## src/rtl/pic_pkg.sv

```systemverilog
package pic_pkg;
  localparam int unsigned NLINES = 8;
  localparam int unsigned LW     = $clog2(NLINES);
  localparam int unsigned DW     = 8;

  typedef enum logic [1:0] {
    SEQ_IDLE = 2'd0,
    SEQ_BASE = 2'd1,
    SEQ_CASC = 2'd2,
    SEQ_MODE = 2'd3
  } seq_state_t;

  function automatic logic [NLINES-1:0] line_bit(input logic [LW-1:0] l);
    line_bit = '0;
    line_bit[l] = 1'b1;
  endfunction
endpackage

```

## src/rtl/pic_resolver.sv

```systemverilog
module pic_resolver
  import pic_pkg::*;
(
  input  logic [NLINES-1:0] req,
  input  logic [LW-1:0]     off,
  output logic              found,
  output logic [LW-1:0]     rank
);
  logic [NLINES-1:0] rot;

  // rot[k] holds the line whose rank is k under the current offset
  for (genvar g = 0; g < NLINES; g++) begin : g_rot
    assign rot[g] = req[LW'(g) + off];
  end

  always_comb begin
    found = |rot;
    rank  = '0;
    for (int i = NLINES - 1; i >= 0; i--) begin
      if (rot[i]) rank = LW'(i);
    end
  end
endmodule

```

## src/rtl/pic_init_seq.sv

```systemverilog
module pic_init_seq
  import pic_pkg::*;
(
  input  logic         clk,
  input  logic         rst_n,
  input  logic         start_wr,
  input  logic         data_wr,
  input  logic         f_more,
  input  logic         f_single,
  input  logic         f_level,
  input  logic         f_nested,
  input  logic         f_aeoi,
  input  logic [4:0]   base_in,
  output logic         mask_wr,
  output logic         nested,
  output logic         aeoi,
  output logic         level_flag,
  output logic [4:0]   base_hi
);
  seq_state_t st_q, st_d;
  logic more_q, more_d, single_q, single_d;
  logic nested_d, aeoi_d, level_d;
  logic [4:0] base_d;
  logic upd;

  assign upd = start_wr | data_wr;

  always_comb begin
    st_d     = st_q;
    more_d   = more_q;
    single_d = single_q;
    nested_d = nested;
    aeoi_d   = aeoi;
    level_d  = level_flag;
    base_d   = base_hi;
    if (start_wr) begin
      st_d     = SEQ_BASE;
      more_d   = f_more;
      single_d = f_single;
      level_d  = f_level;
      nested_d = 1'b0;
      aeoi_d   = 1'b0;
      base_d   = '0;
    end else if (data_wr) begin
      unique case (st_q)
        SEQ_BASE: begin
          base_d = base_in;
          if (!single_q)   st_d = SEQ_CASC;
          else if (more_q) st_d = SEQ_MODE;
          else             st_d = SEQ_IDLE;
        end
        SEQ_CASC: st_d = more_q ? SEQ_MODE : SEQ_IDLE;
        SEQ_MODE: begin
          nested_d = f_nested;
          aeoi_d   = f_aeoi;
          st_d     = SEQ_IDLE;
        end
        default: st_d = SEQ_IDLE;
      endcase
    end
  end

  assign mask_wr = data_wr && (st_q == SEQ_IDLE);

  always_ff @(posedge clk or negedge rst_n) begin
    if (!rst_n) begin
      st_q       <= SEQ_IDLE;
      more_q     <= 1'b0;
      single_q   <= 1'b0;
      nested     <= 1'b0;
      aeoi       <= 1'b0;
      level_flag <= 1'b0;
      base_hi    <= '0;
    end else if (upd) begin
      st_q       <= st_d;
      more_q     <= more_d;
      single_q   <= single_d;
      nested     <= nested_d;
      aeoi       <= aeoi_d;
      level_flag <= level_d;
      base_hi    <= base_d;
    end
  end
endmodule

```

## src/rtl/pic_cmd_decoder.sv

```systemverilog
module pic_cmd_decoder
  import pic_pkg::*;
#(
  parameter int unsigned NEST_LINE = 2
) (
  input  logic              clk,
  input  logic              rst_n,
  input  logic              wr_en,
  input  logic              rd_en,
  input  logic              addr,
  input  logic [DW-1:0]     wdata,
  output logic [DW-1:0]     rdata,
  input  logic [NLINES-1:0] irq_in,
  input  logic              ack,
  output logic              int_req,
  output logic [DW-1:0]     vec_out,
  output logic              level_unsup
);
  localparam logic [LW-1:0] NEST_IDX = LW'(NEST_LINE);
  localparam logic [LW-1:0] SPUR_IDX = '1;

  logic [NLINES-1:0] irr_q, irr_d, isr_q, isr_d, imr_q, imr_d, irq_q;
  logic [LW-1:0]     off_q, off_d;
  logic              rsel_q, rsel_d, poll_q, poll_d, smm_q, smm_d, rot_q, rot_d;
  logic [DW-1:0]     vec_d;

  logic start_wr, ctl_wr, cmd_wr, data_wr, mask_wr;
  logic mode_nested, mode_aeoi;
  logic [4:0] base_hi;
  logic [2:0] cmd;

  assign start_wr = wr_en && !addr && wdata[4];
  assign ctl_wr   = wr_en && !addr && !wdata[4] && wdata[3];
  assign cmd_wr   = wr_en && !addr && !wdata[4] && !wdata[3];
  assign data_wr  = wr_en && addr;
  assign cmd      = wdata[7:5];

  pic_init_seq u_seq (
    .clk(clk), .rst_n(rst_n),
    .start_wr(start_wr), .data_wr(data_wr),
    .f_more(wdata[0]), .f_single(wdata[1]), .f_level(wdata[3]),
    .f_nested(wdata[4]), .f_aeoi(wdata[1]), .base_in(wdata[7:3]),
    .mask_wr(mask_wr), .nested(mode_nested), .aeoi(mode_aeoi),
    .level_flag(level_unsup), .base_hi(base_hi)
  );

  // priority evaluation
  logic [NLINES-1:0] pend_req, cur_req;
  logic              pend_found, cur_found, eoi_found;
  logic [LW-1:0]     pend_rank, cur_rank, eoi_rank, win_line, eoi_line;

  assign pend_req = irr_q & ~imr_q;

  always_comb begin
    cur_req = isr_q;
    if (smm_q)       cur_req = cur_req & ~imr_q;
    if (mode_nested) cur_req = cur_req & ~line_bit(NEST_IDX);
  end

  pic_resolver u_pend (.req(pend_req), .off(off_q), .found(pend_found), .rank(pend_rank));
  pic_resolver u_cur  (.req(cur_req),  .off(off_q), .found(cur_found),  .rank(cur_rank));
  pic_resolver u_eoi  (.req(isr_q),    .off(off_q), .found(eoi_found),  .rank(eoi_rank));

  assign win_line = pend_rank + off_q;
  assign eoi_line = eoi_rank + off_q;
  assign int_req  = pend_found && (!cur_found || (pend_rank < cur_rank));

  // read path
  always_comb begin
    if (poll_q)     rdata = int_req ? {1'b1, {(DW-LW-1){1'b0}}, win_line} : '0;
    else if (!addr) rdata = rsel_q ? isr_q : irr_q;
    else            rdata = imr_q;
  end

  logic take, poll_rd;
  assign poll_rd = rd_en && poll_q;
  assign take    = (ack || poll_rd) && int_req;

  always_comb begin
    irr_d  = irr_q | (irq_in & ~irq_q);
    isr_d  = isr_q;
    imr_d  = imr_q;
    off_d  = off_q;
    rsel_d = rsel_q;
    poll_d = poll_q;
    smm_d  = smm_q;
    rot_d  = rot_q;
    vec_d  = vec_out;

    if (take) begin
      irr_d = irr_d & ~line_bit(win_line);
      if (!mode_aeoi)  isr_d = isr_d | line_bit(win_line);
      else if (rot_q)  off_d = win_line + LW'(1);
    end
    if (ack) vec_d = {base_hi, int_req ? win_line : SPUR_IDX};
    if (poll_rd) poll_d = 1'b0;

    if (start_wr) begin
      irr_d  = '0;
      isr_d  = '0;
      imr_d  = '0;
      off_d  = '0;
      rsel_d = 1'b0;
      poll_d = 1'b0;
      smm_d  = 1'b0;
      rot_d  = 1'b0;
    end else if (ctl_wr) begin
      if (wdata[2]) poll_d = 1'b1;
      if (wdata[1]) rsel_d = wdata[0];
      if (wdata[6]) smm_d  = wdata[5];
    end else if (cmd_wr) begin
      unique case (cmd)
        3'd0, 3'd4: rot_d = cmd[2];
        3'd1, 3'd5: begin
          if (eoi_found) begin
            isr_d = isr_d & ~line_bit(eoi_line);
            if (cmd[2]) off_d = eoi_line + LW'(1);
          end
        end
        3'd3, 3'd7: begin
          isr_d = isr_d & ~line_bit(wdata[LW-1:0]);
          if (cmd[2]) off_d = wdata[LW-1:0] + LW'(1);
        end
        3'd6: off_d = wdata[LW-1:0] + LW'(1);
        default: ;
      endcase
    end else if (mask_wr) begin
      imr_d = wdata;
    end
  end

  always_ff @(posedge clk or negedge rst_n) begin
    if (!rst_n) begin
      irq_q   <= '0;
      irr_q   <= '0;
      isr_q   <= '0;
      imr_q   <= '0;
      off_q   <= '0;
      rsel_q  <= 1'b0;
      poll_q  <= 1'b0;
      smm_q   <= 1'b0;
      rot_q   <= 1'b0;
      vec_out <= '0;
    end else begin
      irq_q   <= start_wr ? '0 : irq_in;
      irr_q   <= irr_d;
      isr_q   <= isr_d;
      imr_q   <= imr_d;
      off_q   <= off_d;
      rsel_q  <= rsel_d;
      poll_q  <= poll_d;
      smm_q   <= smm_d;
      rot_q   <= rot_d;
      vec_out <= vec_d;
    end
  end
endmodule

```

## config.mk

```make
export PLATFORM = sky130hd
export DESIGN_NAME = pic_cmd_decoder
export DESIGN_NICKNAME = d
export VERILOG_FILES = /design/src/rtl/pic_pkg.sv /design/src/rtl/pic_resolver.sv /design/src/rtl/pic_init_seq.sv /design/src/rtl/pic_cmd_decoder.sv
export SDC_FILE = /design/constraint.sdc
export NUM_CORES = 1
export LEC_CHECK = 0
export BUFFER_PORTS_ARGS = -buffer_cell sky130_fd_sc_hd__buf_4
export CAP_MARGIN = 20
export CORE_MARGIN = 3
export CORE_UTILIZATION = 55
export CTS_BUF_LIST = sky130_fd_sc_hd__clkbuf_8
export DETAILED_ROUTE_END_ITERATION = 6
export PLACE_DENSITY = 0.74
export SYNTH_ARGS = -nofsm -noshare
export SYNTH_HDL_FRONTEND = slang
export SYNTH_SLANG_ARGS = --single-unit
```

## constraint.sdc

```tcl
create_clock -name clk -period 10.4 [get_ports clk]
set_input_delay 1.56 -clock clk [delete_from_list [all_inputs] [get_ports clk]]
set_output_delay 1.56 -clock clk [all_outputs]
set_load 0.01 [all_outputs]
```

======== Word level (Yosys, flattened, before mapping) ========
Cells that the tools add are included.
W data, S select, Z words.
word-level totals
  input port bits ......................... 22
  logic and storage cells ................. 250
  output and inout port bits .............. 18
  bits in registers ....................... 59
operators by class
  order comparisons ....................... 15
  $add $sub $neg .......................... 12
  mux-type cells .......................... 137
  equality and inequality tests ........... 11
  reductions and logical operators ........ 44
  bitwise gates (word level) .............. 14
operator list
  cell                   count
  $mux W8                18
  $mux W3                35
  $bmux W1 S3            24
  $and A8 B8 Y8          6
  $mux W1                47
  $lt A3 B4 Y1 const B   11
  $not A8 Y8             5
  $reduce_or A8 Y1       3
  $reduce_bool A2 Y1     9
  $or A8 B8 Y8           2
  $pmux W8 S2            1
  $mux W5                3
  $logic_and A1 B1 Y1    13
  $add A3 B3 Y3 const A  4
  $eq A3 B3 Y1 const B   4
  $reduce_and A3 Y1      4
  $add A3 B1 Y3 const B  3
  $demux W1 S3           3
  $ge A3 B1 Y1 const B   3
  $pmux W3 S3            1
  $mux W2                4
  $reduce_and A2 Y1      4
  $add A2 B3 Y3 const A  2
  $add A3 B3 Y3          2
  other kinds (14)       22

======== Depth between registers and ports, before layout ========
Gate-level depths: netlist of run 1.
  depth in word-level cells ............... 26
  mapped depth ............................ 21

======== Hierarchy ========
Synthesis of run 1 repeated with hierarchy kept, for this count alone.
unflattened totals
  cells, all modules ...................... 578
  area total of the unflattened synthesis .. 5,464.0 um^2
by module, submodules not included
  module                    cells each  instances  seq. area each (um^2)  area an instance (um^2)
  pic_cmd_decoder           321         1          1,176.1                2,919.0
  pic_resolver (u_cur ...)  65          2          0.0                    649.4
  pic_resolver (u_pend)     69          1          0.0                    676.9
  pic_init_seq              58          1          300.3                  569.3

======== Worst setup path after synthesis of run 1 ========
No wires, ideal clock.
  path type ............................... register -> output
  from .................................... register off_q[1]
  to ...................................... output rdata[7]
  required time ........................... 8.840 ns
  setup slack ............................. 4.777 ns
  path buffers ............................ 3
  data arrival time ....................... 4.063 ns
  stages on the path, launching flop included .. 20
  path through ............................ dfrtp_1 -> buf_2 -> inv_2 -> ha_1 -> buf_2 -> clkbuf_1 -> o21bai_1 -> a2111oi_0 -> a31o_2 -> nor2b_1 -> nor3_1 -> o21ai_0 -> ha_1 -> a21oi_1 -> o21a_1 -> o21ai_0 -> a21o_1 -> nor3_4 -> o21ai_1 -> mux2i_1
on the way
  word-level cells in the longest chain between the ends .. 16
  elaborated cells between the ends (all ways) .. 63
  those cells by class .................... 7 x add/sub; 1 x order compare; 50 x mux; 5 x reduce/logical
RTL lines
  item                           RTL line                source
  from (decl)                    pic_cmd_decoder.sv:23   logic [LW-1:0] off_q, off_d;
  from (signal assigned)         pic_cmd_decoder.sv:138  off_q <= '0;
  from (signal assigned)         pic_cmd_decoder.sv:149  off_q <= off_d;
  $add A3 B3 Y3                  pic_resolver.sv:13      assign rot[g] = req[LW'(g) + off];
  $bmux W1 S3                    pic_resolver.sv:13
  $mux W1 (implied by the code)  pic_resolver.sv:13
  $mux W3 (8 in series)          pic_resolver.sv:20      if (rot[i]) rank = LW'(i);
  $lt A3 B3 Y1                   pic_cmd_decoder.sv:66   assign int_req = pend_found && (!cur_found || (pend_rank < cur_rank));
  $logic_or A1 B1 Y1             pic_cmd_decoder.sv:66
  $logic_and A1 B1 Y1 (*)        pic_cmd_decoder.sv:66
  $mux W8 (*) (2 in series)      pic_cmd_decoder.sv:70   if (poll_q) rdata = int_req ? {1'b1, {(DW-LW-1){1'b0}}, win_line} : '0;
  to (decl)                      pic_cmd_decoder.sv:12   output logic [DW-1:0] rdata,
Mark *: on every way between the ends. The rest lies on a longest branch, timed or not. The select of a mux whose other input is x is not followed.

======== Worst setup path after layout of run 1 ========
  from .................................... register off_q[1]
  to ...................................... output rdata[0]
on the way
  word-level cells in the longest chain between the ends .. 16
  elaborated cells between the ends (all ways) .. 64
  those cells by class .................... 8 x add/sub; 1 x order compare; 50 x mux; 5 x reduce/logical
RTL lines
  item                           RTL line
  $add A3 B3 Y3                  pic_resolver.sv:13
  $bmux W1 S3                    pic_resolver.sv:13
  $mux W1 (implied by the code)  pic_resolver.sv:13
  $mux W3 (8 in series)          pic_resolver.sv:20
  $lt A3 B3 Y1                   pic_cmd_decoder.sv:66
  $logic_or A1 B1 Y1             pic_cmd_decoder.sv:66
  $logic_and A1 B1 Y1            pic_cmd_decoder.sv:66
  $mux W8 (*) (2 in series)      pic_cmd_decoder.sv:70
Marks and branches as above.

==> results of run 1 <==
==> through the flow <==
| stage | cell area [sq um] | power [mW] | hold WS, ps | cells |
|---|---|---|---|---|
| 3_3_place_gp | 5780 | 2.05 | 464 | 734 |
| 5_1_grt | 6040 | 2.56 | 534 | 750 |
| 4_1_cts | 6040 | 2.36 | 488 | 750 |
| 2_1_floorplan | 5480 | 1.66 | 468 | 601 |
| 6_report | 6040 | 2.39 | 481 | 750 |
| 3_5_place_dp | 5780 | 2.08 | 471 | 734 |
==> how the worst min path moves through the flow <==
stage                     cells after the start                    startpoint                            to  slack, ps
after floorplan                               2      u_seq.more_q$_DFFE_PN0P_      u_seq.more_q$_DFFE_PN0P_        470
after global placement                        2  u_seq.level_flag$_DFFE_PN0P_  u_seq.level_flag$_DFFE_PN0P_        460
after detailed placement                      2  u_seq.level_flag$_DFFE_PN0P_  u_seq.level_flag$_DFFE_PN0P_        470
after CTS                                     2  u_seq.level_flag$_DFFE_PN0P_  u_seq.level_flag$_DFFE_PN0P_        490
after global routing                          2  u_seq.level_flag$_DFFE_PN0P_  u_seq.level_flag$_DFFE_PN0P_        530
final                                         2  u_seq.level_flag$_DFFE_PN0P_  u_seq.level_flag$_DFFE_PN0P_        480
==> cell usage in the layout, fill, tap and decap left out, drive strengths merged, types with 3 or more instances in the layout <==
master,instances
and2,13
mux2i,36
a21oi,29
mux4,22
a21bo,6
a31oi,8
a41oi,4
mux2,10
xor2,6
xnor2,6
bufinv,3
a22o,9
nand3,19
nand2b,17
nor3b,4
nor2b,23
nor3,5
ha,13
o211ai,16
o221a,8
inv,26
o22ai,3
a21boi,6
nor2,45
o32ai,3
nand2,53
a21o,3
or2,3
nor4bb,4
o41ai,8
clkbuf,12
o21ai,29
o221ai,5
nor4,7
buf,42
and3,5
dfrtp,59
==> per-layer routing <==
metal	vias to the layer above	routed length [microns]	GRT usage [%]
met5	-	0	0
met4	0	198	4.35
met3	25	1400	7.65
met2	222	7010	42.5
met1	2490	7160	44.1
li1	2310	-	-
==> power by group through the flow <==
stage	Sequential, mW	Combinational (mW)	Clock (mW)
2_1_floorplan	0.355	1.31	0
3_3_place_gp	0.399	1.65	0
3_5_place_dp	0.402	1.67	0
4_1_cts	0.399	1.69	0.270
5_1_grt	0.412	1.87	0.280
6_report	0.403	1.72	0.267
==> worst min-delay path: stages, from the launching register on <==
cell	delay [ps]
sky130_fd_sc_hd__dfrtp_1	350
sky130_fd_sc_hd__nand2_1	50
sky130_fd_sc_hd__nand2_1	50
==> state kept, by name, summed over array words and instances, names as in the netlist <==
signal / count
imr_q: 8
irq_q: 8
irr_q: 8
isr_q: 8
off_q: 3
poll_q: 1
rot_q: 1
rsel_q: 1
smm_q: 1
u_seq.aeoi: 1
u_seq.base_hi: 5
u_seq.level_flag: 1
u_seq.more_q: 1
u_seq.nested: 1
u_seq.single_q: 1
u_seq.st_q: 2
vec_out: 8
==> cells in the mapped netlist, types with 9 or more instances <==
master,n,area share (%)
sky130_fd_sc_hd__o21ai_0,27,2.5
sky130_fd_sc_hd__a22o_1,9,1.4
sky130_fd_sc_hd__nand3_1,19,1.7
sky130_fd_sc_hd__dfrtp_1,59,27
sky130_fd_sc_hd__clkbuf_1,22,1.5
sky130_fd_sc_hd__o211ai_1,14,1.9
sky130_fd_sc_hd__mux2i_1,36,6.6
sky130_fd_sc_hd__ha_1,13,3.0
sky130_fd_sc_hd__nand2b_1,17,1.9
sky130_fd_sc_hd__nand2_1,53,3.6
sky130_fd_sc_hd__mux4_2,22,9.0
sky130_fd_sc_hd__nor2_1,45,3.1
sky130_fd_sc_hd__nor2b_1,23,2.6
sky130_fd_sc_hd__and2_1,13,1.5
sky130_fd_sc_hd__a21oi_1,29,2.6
sky130_fd_sc_hd__inv_1,23,1.6
sky130_fd_sc_hd__mux2_2,10,2.1
==> logic make-up after synthesis <==
logic type	count (synthesis)	synth area share (%)
mux	68	17.7
flops	59	26.9
compound gates	171	23.7
simple gates	211	20.4
fa+ha+maj	15	3.70
buf+inv	64	5.11
xor+xnor	13	2.47
==> final cells by class <==
type / count / area (sq um)
inverter: 26 / 97.6
timing repair buffer: 42 / 315
fill: 822 / 3420
clock buffer: 12 / 165
sequential: 59 / 1480
multi-input combinational: 478 / 3720
clock inverter: 4 / 95.1
tap: 129 / 161
==> results.txt, run 1 <==
In this run the tightest slew margin relative to its limit is 41.1%. The proportion of total power due to net switching works out to 50.6%. The critical path in this run is classified as register to primary output. For this run, the slowest stage of the critical path takes 920 ps. After clock tree synthesis, the clock-pin slew on the worst setup and hold paths is 70 ps.

The run gives 0 as the post-CTS resize count. In this run the critical register-to-register path is captured at off_q[0]$_DFF_PN0_. Yosys printed 0 warnings. The maximum count of clock buffers along a single path was 2; the initial core utilization was 57.9%. The repair_antennas step left the layout with diodes totalling 0.

The number of enable flip-flop cells after synthesis was 0; the post-CTS repair timing setup buffer count was 0. The most common flop cell mapped by yosys was sky130_fd_sc_hd__dfrtp_1. The critical path endpoint is rdata[0]. The measured slew at the worst slew-check pin was 884 ps; the hold-fix buffer count after cts was 0. STA classifies the critical path startpoint as a register. The via count of the first global-routing pass is 4,649, and the proportion of power drawn by combinational gates is 71.9%.

The die width is 106 microns. Critical path launch point: off_q[1]$_DFF_PN0_. In this run the power density over the cells is 395 nW/um^2. The share of total power in sequential cells came out at 16.9%. The run gives 35 as the number of standard-cell rows in the floorplan. The congestion estimate from routability-driven global placement came to 0.923. In this run, synthesis produced a sequential element count of 59.

Dividing the detail-routed wire length by the instance count gives 21.0 microns. The path class of the tightest hold or removal check is register to register. Dividing the detail-routed via count by the number of cells gives 6.73. The buffer and inverter count on the worst path was 2; the die area was 11,200 sq um. Setup slack on the critical path of the routed design comes to 3120 ps.

The total overflow left after global routing is 0. Cell internal power was estimated by the tool at 1.18 mW. The worst setup slack after placement is 3600 ps.

The tools report the worst setup skew after layout as 8.23 ps. The worst setup path is captured at a primary output. The fraction of final layout cells sized beyond drive strength 1 is 18.8%, and the max-cap violation count is 0. The core region is 9460 sq um. The post-synthesis async set-or-reset flop share came out at 100%. TritonCTS built the clock tree.

The maximum vdd ir drop is 253 uV, and the maximum fanout encountered on the critical timing path is 24. The tools report the power share of the clock group as 11.2%. The tree is rooted in a sky130_fd_sc_hd__clkbuf_8.

Setup repair after global routing left no endpoint under its margin. For the synthesized netlist cell count, the log shows 601. The number of nets in the synthesized netlist is 638. Data arrives at the worst endpoint at 5720 ps. The signal on the critical path passes through inv_2, ha_1, or2_2, o32ai_1, nand2b_1, a2111oi_0, a31o_2, nor2b_1, nor3_1, o21ai_0, ha_1, a21oi_1, o21a_1, o21ai_0, a21o_1, nor3_4, o211ai_4, mux2i_1, buf_4.

The logs give 40 for the I/O pin total and 81 for the number of distinct library cell variants in the gate-level netlist after synthesis. The post-synthesis instance area is 5480 sq um, and the total CTS buffers is 9. The number of DRC violations after detailed routing came out at 0. In this run, the number of DRC markers left after iteration 0 of detailed routing was 563.

The layout overhead on the synthesized area was 10.1%; the number of cells on the worst reg-to-reg path was 18. The share of the clock period used by the worst path was 70.0%. Summed over all nets, the switching power comes to 1.21 mW.

The final critical-path required period works out to 7280 ps. The flow ran to the end, and the final reports show no timing, DRC or antenna violations. Input and output buffers added on the ports amount to 39. For the wire length of the first global-routing pass, the log shows 25.8 mm. The instance count on the critical path is 19, and the clock sink count is 59.

The tools report the total count of hold-check failures in the final report as 0. Setup total negative slack on the finished layout was measured at 0 ps. Entering global routing, the biggest net connects 60 pins.

The library cell contributing the largest single delay on the critical path was sky130_fd_sc_hd__dfrtp_1. The post-synthesis sequential area ratio came out at 26.9%. The routed wire length was 15.8 mm; the number of antenna violations at the first check in global routing was 0. The setup check on the worst reg-to-reg path leaves a slack of 4680 ps. The launching point of the worst reg2reg path was off_q[1]$_DFF_PN0_. The standby leakage power was 2.46 nW.

For the insertion delay to the later sink of the worst-skew pair, the log shows 340 ps. The final core utilization was 63.8%; the final-stage net count was 653. The first TritonRoute pass finished after 5 iterations. The HPWL after detailed placement is 11.8 mm. Across every metal layer, demand over resource in global routing totals 29.0%.

Setup violations remaining at the end of the flow were counted as 0. The category of cells accounting for the largest share of critical-path delay was compound AO/OA/AOI/OAI gates. The H-tree generated during clock tree synthesis spans 3 levels. The achievable clock frequency came out at 137 MHz. The number of pins exceeding their max-slew limit in the final report is 0, and the height of the chip is 106 microns. The final antenna-violating net count was 0; the overall via count from detail_route was 5,047. The average cell area after synthesis was 9.12 sq um; the required time of the critical path was 8840 ps.
(Power assumes the default switching activity.)
==> run 2: changes to the inputs <==
clock period = 6.7 ns   (was 10.4 ns; I/O delays follow)
==> results.txt, run 2 (synthesis results as in run 1) <==
The number of hold buffers added after CTS was 0. For the post-detailed-placement half-perimeter wirelength, the log shows 12.4 mm. The kind of path behind the tightest hold check was register to register. For this run, the share of the core covered by cells in the final layout is 64.2%. At the worst endpoint, the required time is 5690 ps. For the worst-skew pair, the clock arrives at the later sink with an insertion delay of 340 ps.

The number of antenna diodes in the final layout is 0. The die width was 106 microns. The number of placed instances, taps included, is 741. By instance count, the cell type seen most on the critical path is sky130_fd_sc_hd__buf_4. Clock tree synthesis selected as its root buffer the cell sky130_fd_sc_hd__clkbuf_8. In the routed design, unresolved DRC markers number 0.

Clock transition time at the flip-flop clock pins of the worst setup and hold paths: 80 ps. Measured along the y axis, the die boundary spans 106 microns. The measured slew at the worst slew-check pin is 1020 ps, and the maximum number of pins on one net before global-route repair is 60. The tools report the endpoint arrival time on the critical path as 4900 ps.

The commonest non-fill, non-tap cell in the layout is sky130_fd_sc_hd__dfrtp_1. Setup repair after global routing left no endpoint under its margin. Along the worst path, the maximum fanout reaches 15. The worst setup path is captured at a primary output. The run gives 757 as the count of placed standard cells in the final layout, fillers left out. The worst setup skew after layout was 11.0 ps.

The run gives 486 ps as the tightest hold margin. The final antenna-violating net count came out at 0. The die area is 11,200 sq um, and the max-cap violation count is 0. The per-cell via count in the routed design came out at 6.84. In this run the count of I/O pins placed on the die edge is 40.

The run finished with clean final reports. The signal on the critical path passes through inv_2, buf_4, ha_1, xor2_1, mux4_2, nor4_2, nor2b_1, buf_4, ha_1, a21oi_1, o21a_1, o21ai_0, a21o_1, nor3_4, o211ai_4, mux2i_1, buf_4. The total CTS buffers is 9, and the count of input and output buffers is 39. The top cell types in the final layout, fill and taps aside, are sky130_fd_sc_hd__dfrtp_1, sky130_fd_sc_hd__nand2_1, sky130_fd_sc_hd__buf_4. The number of antenna violations at the first check in global routing was 0; the achievable clock frequency was 169 MHz.

The first global-routing pass estimated 27.1 mm of wire. The run gives 0 as the total count of hold-check failures in the final report. For this run, the total global-route usage over all layers was measured as 30.7%.

The via count of the first global-routing pass is 4,999, and the maximum count of clock buffers along a single path is 2. Row generation in the floorplan step produced 35 rows. Summed over all layers, the global routing overflow is 0. At the end of routability-driven placement, the weighted congestion stood at 0.989.

The layout overhead on the synthesized area was 10.7%. The number of search-and-repair iterations in the first detailed-routing pass came out at 7. The tools report the number of design-rule violations left by the first detailed-router iteration as 699. Library cell contributing the largest single delay on the critical path: sky130_fd_sc_hd__mux4_2. Setup total negative slack on the finished layout was measured at 0 ps. The area of the placeable core is 9460 sq um.

The final-stage net count is 660, and the total of endpoints with negative setup slack in the final report is 0. The final critical-path required period was 5900 ps. STA classifies the critical path startpoint as a register.

Counting the fill cells in the layout gives 819. The post-route netlist has 19.6% of its cells at a drive strength greater than 1. The delay of the slowest cell on the worst path is 580 ps. Buffers added to address setup during post-CTS repair amount to 0. Dividing the final minimum period by the clock period gives 88.1%. The routed layout has 5,175 vias. TritonCTS built the clock tree. The logs give 0 for the number of pins exceeding their max-slew limit in the final report and 16.9 mm for the routed wire length.

The run gives 59 as the clock sink count. The maximum level of the CTS H-tree was 3; the initial core utilization was 57.9%. The tools report the post-CTS resize count as 0. The critical path class was register to primary output. The worst-case headroom to the max-slew limit came out at 31.6%. Dividing the detail-routed wire length by the instance count gives 22.3 microns.
-- run 2: layer usage --
layer | wire length [microns] | up-vias | global-route usage [%] | part of all wire (%)
li1 | - | 2321 | - | -
met1 | 7130 | 2489 | 44.6 | 42
met2 | 7430 | 313 | 45.1 | 44
met3 | 1860 | 52 | 7.04 | 11
met4 | 467 | 0 | 10.5 | 2.8
met5 | 0 | - | 0 | 0
-- run 2: worst max-delay path: cells and delay by family, from the launching register on --
family          cells  cell delay, ps
simple gates        3             820
mux                 2             770
compound gates      5             760
fa+ha+maj           2             740
buf+inv             4             660
flops               1             550
xor+xnor            1             260
-- run 2: final timing paths --
check / startpoint / end / slack (ps) / depth (start not counted)
hold / removal: u_seq.level_flag$_DFFE_PN0P_ / u_seq.level_flag$_DFFE_PN0P_ / 490 / 2
setup reg to reg: off_q[0]$_DFF_PN0_ / off_q[2]$_DFF_PN0_ / 1640 / 19
setup / recovery: off_q[0]$_DFF_PN0_ / rdata[0] / 800 / 17
min in group asynchronous: rst_n / irq_q[1]$_DFF_PN0_ / 730 / 1
max in group asynchronous: rst_n / isr_q[6]$_DFF_PN0_ / 5460 / 1
hold reg to reg: u_seq.level_flag$_DFFE_PN0P_ / u_seq.level_flag$_DFFE_PN0P_ / 490 / 2
-- run 2: layout make-up --
type | count | area [sq um] | share of cell area [%]
clock buffer | 10 | 138 | 2.27
sequential | 59 | 1480 | 24.3
clock inverter | 6 | 104 | 1.71
tap | 129 | 161 | 2.66
timing repair buffer | 49 | 368 | 6.06
inverter | 26 | 97.6 | 1.61
multi-input combinational | 478 | 3720 | 61.4
-- run 2: per-stage QoR --
stage	cell area, sq um	worst slack [ps]
2_1_floorplan	5480	1630
3_3_place_gp	5830	1260
3_5_place_dp	5830	1160
4_1_cts	6070	783
5_1_grt	6070	373
6_report	6070	797
Power of run 2 is left out: the tool's default activity adds up to more than one toggle a clock period on the data nets, which glitch-free logic cannot reach.
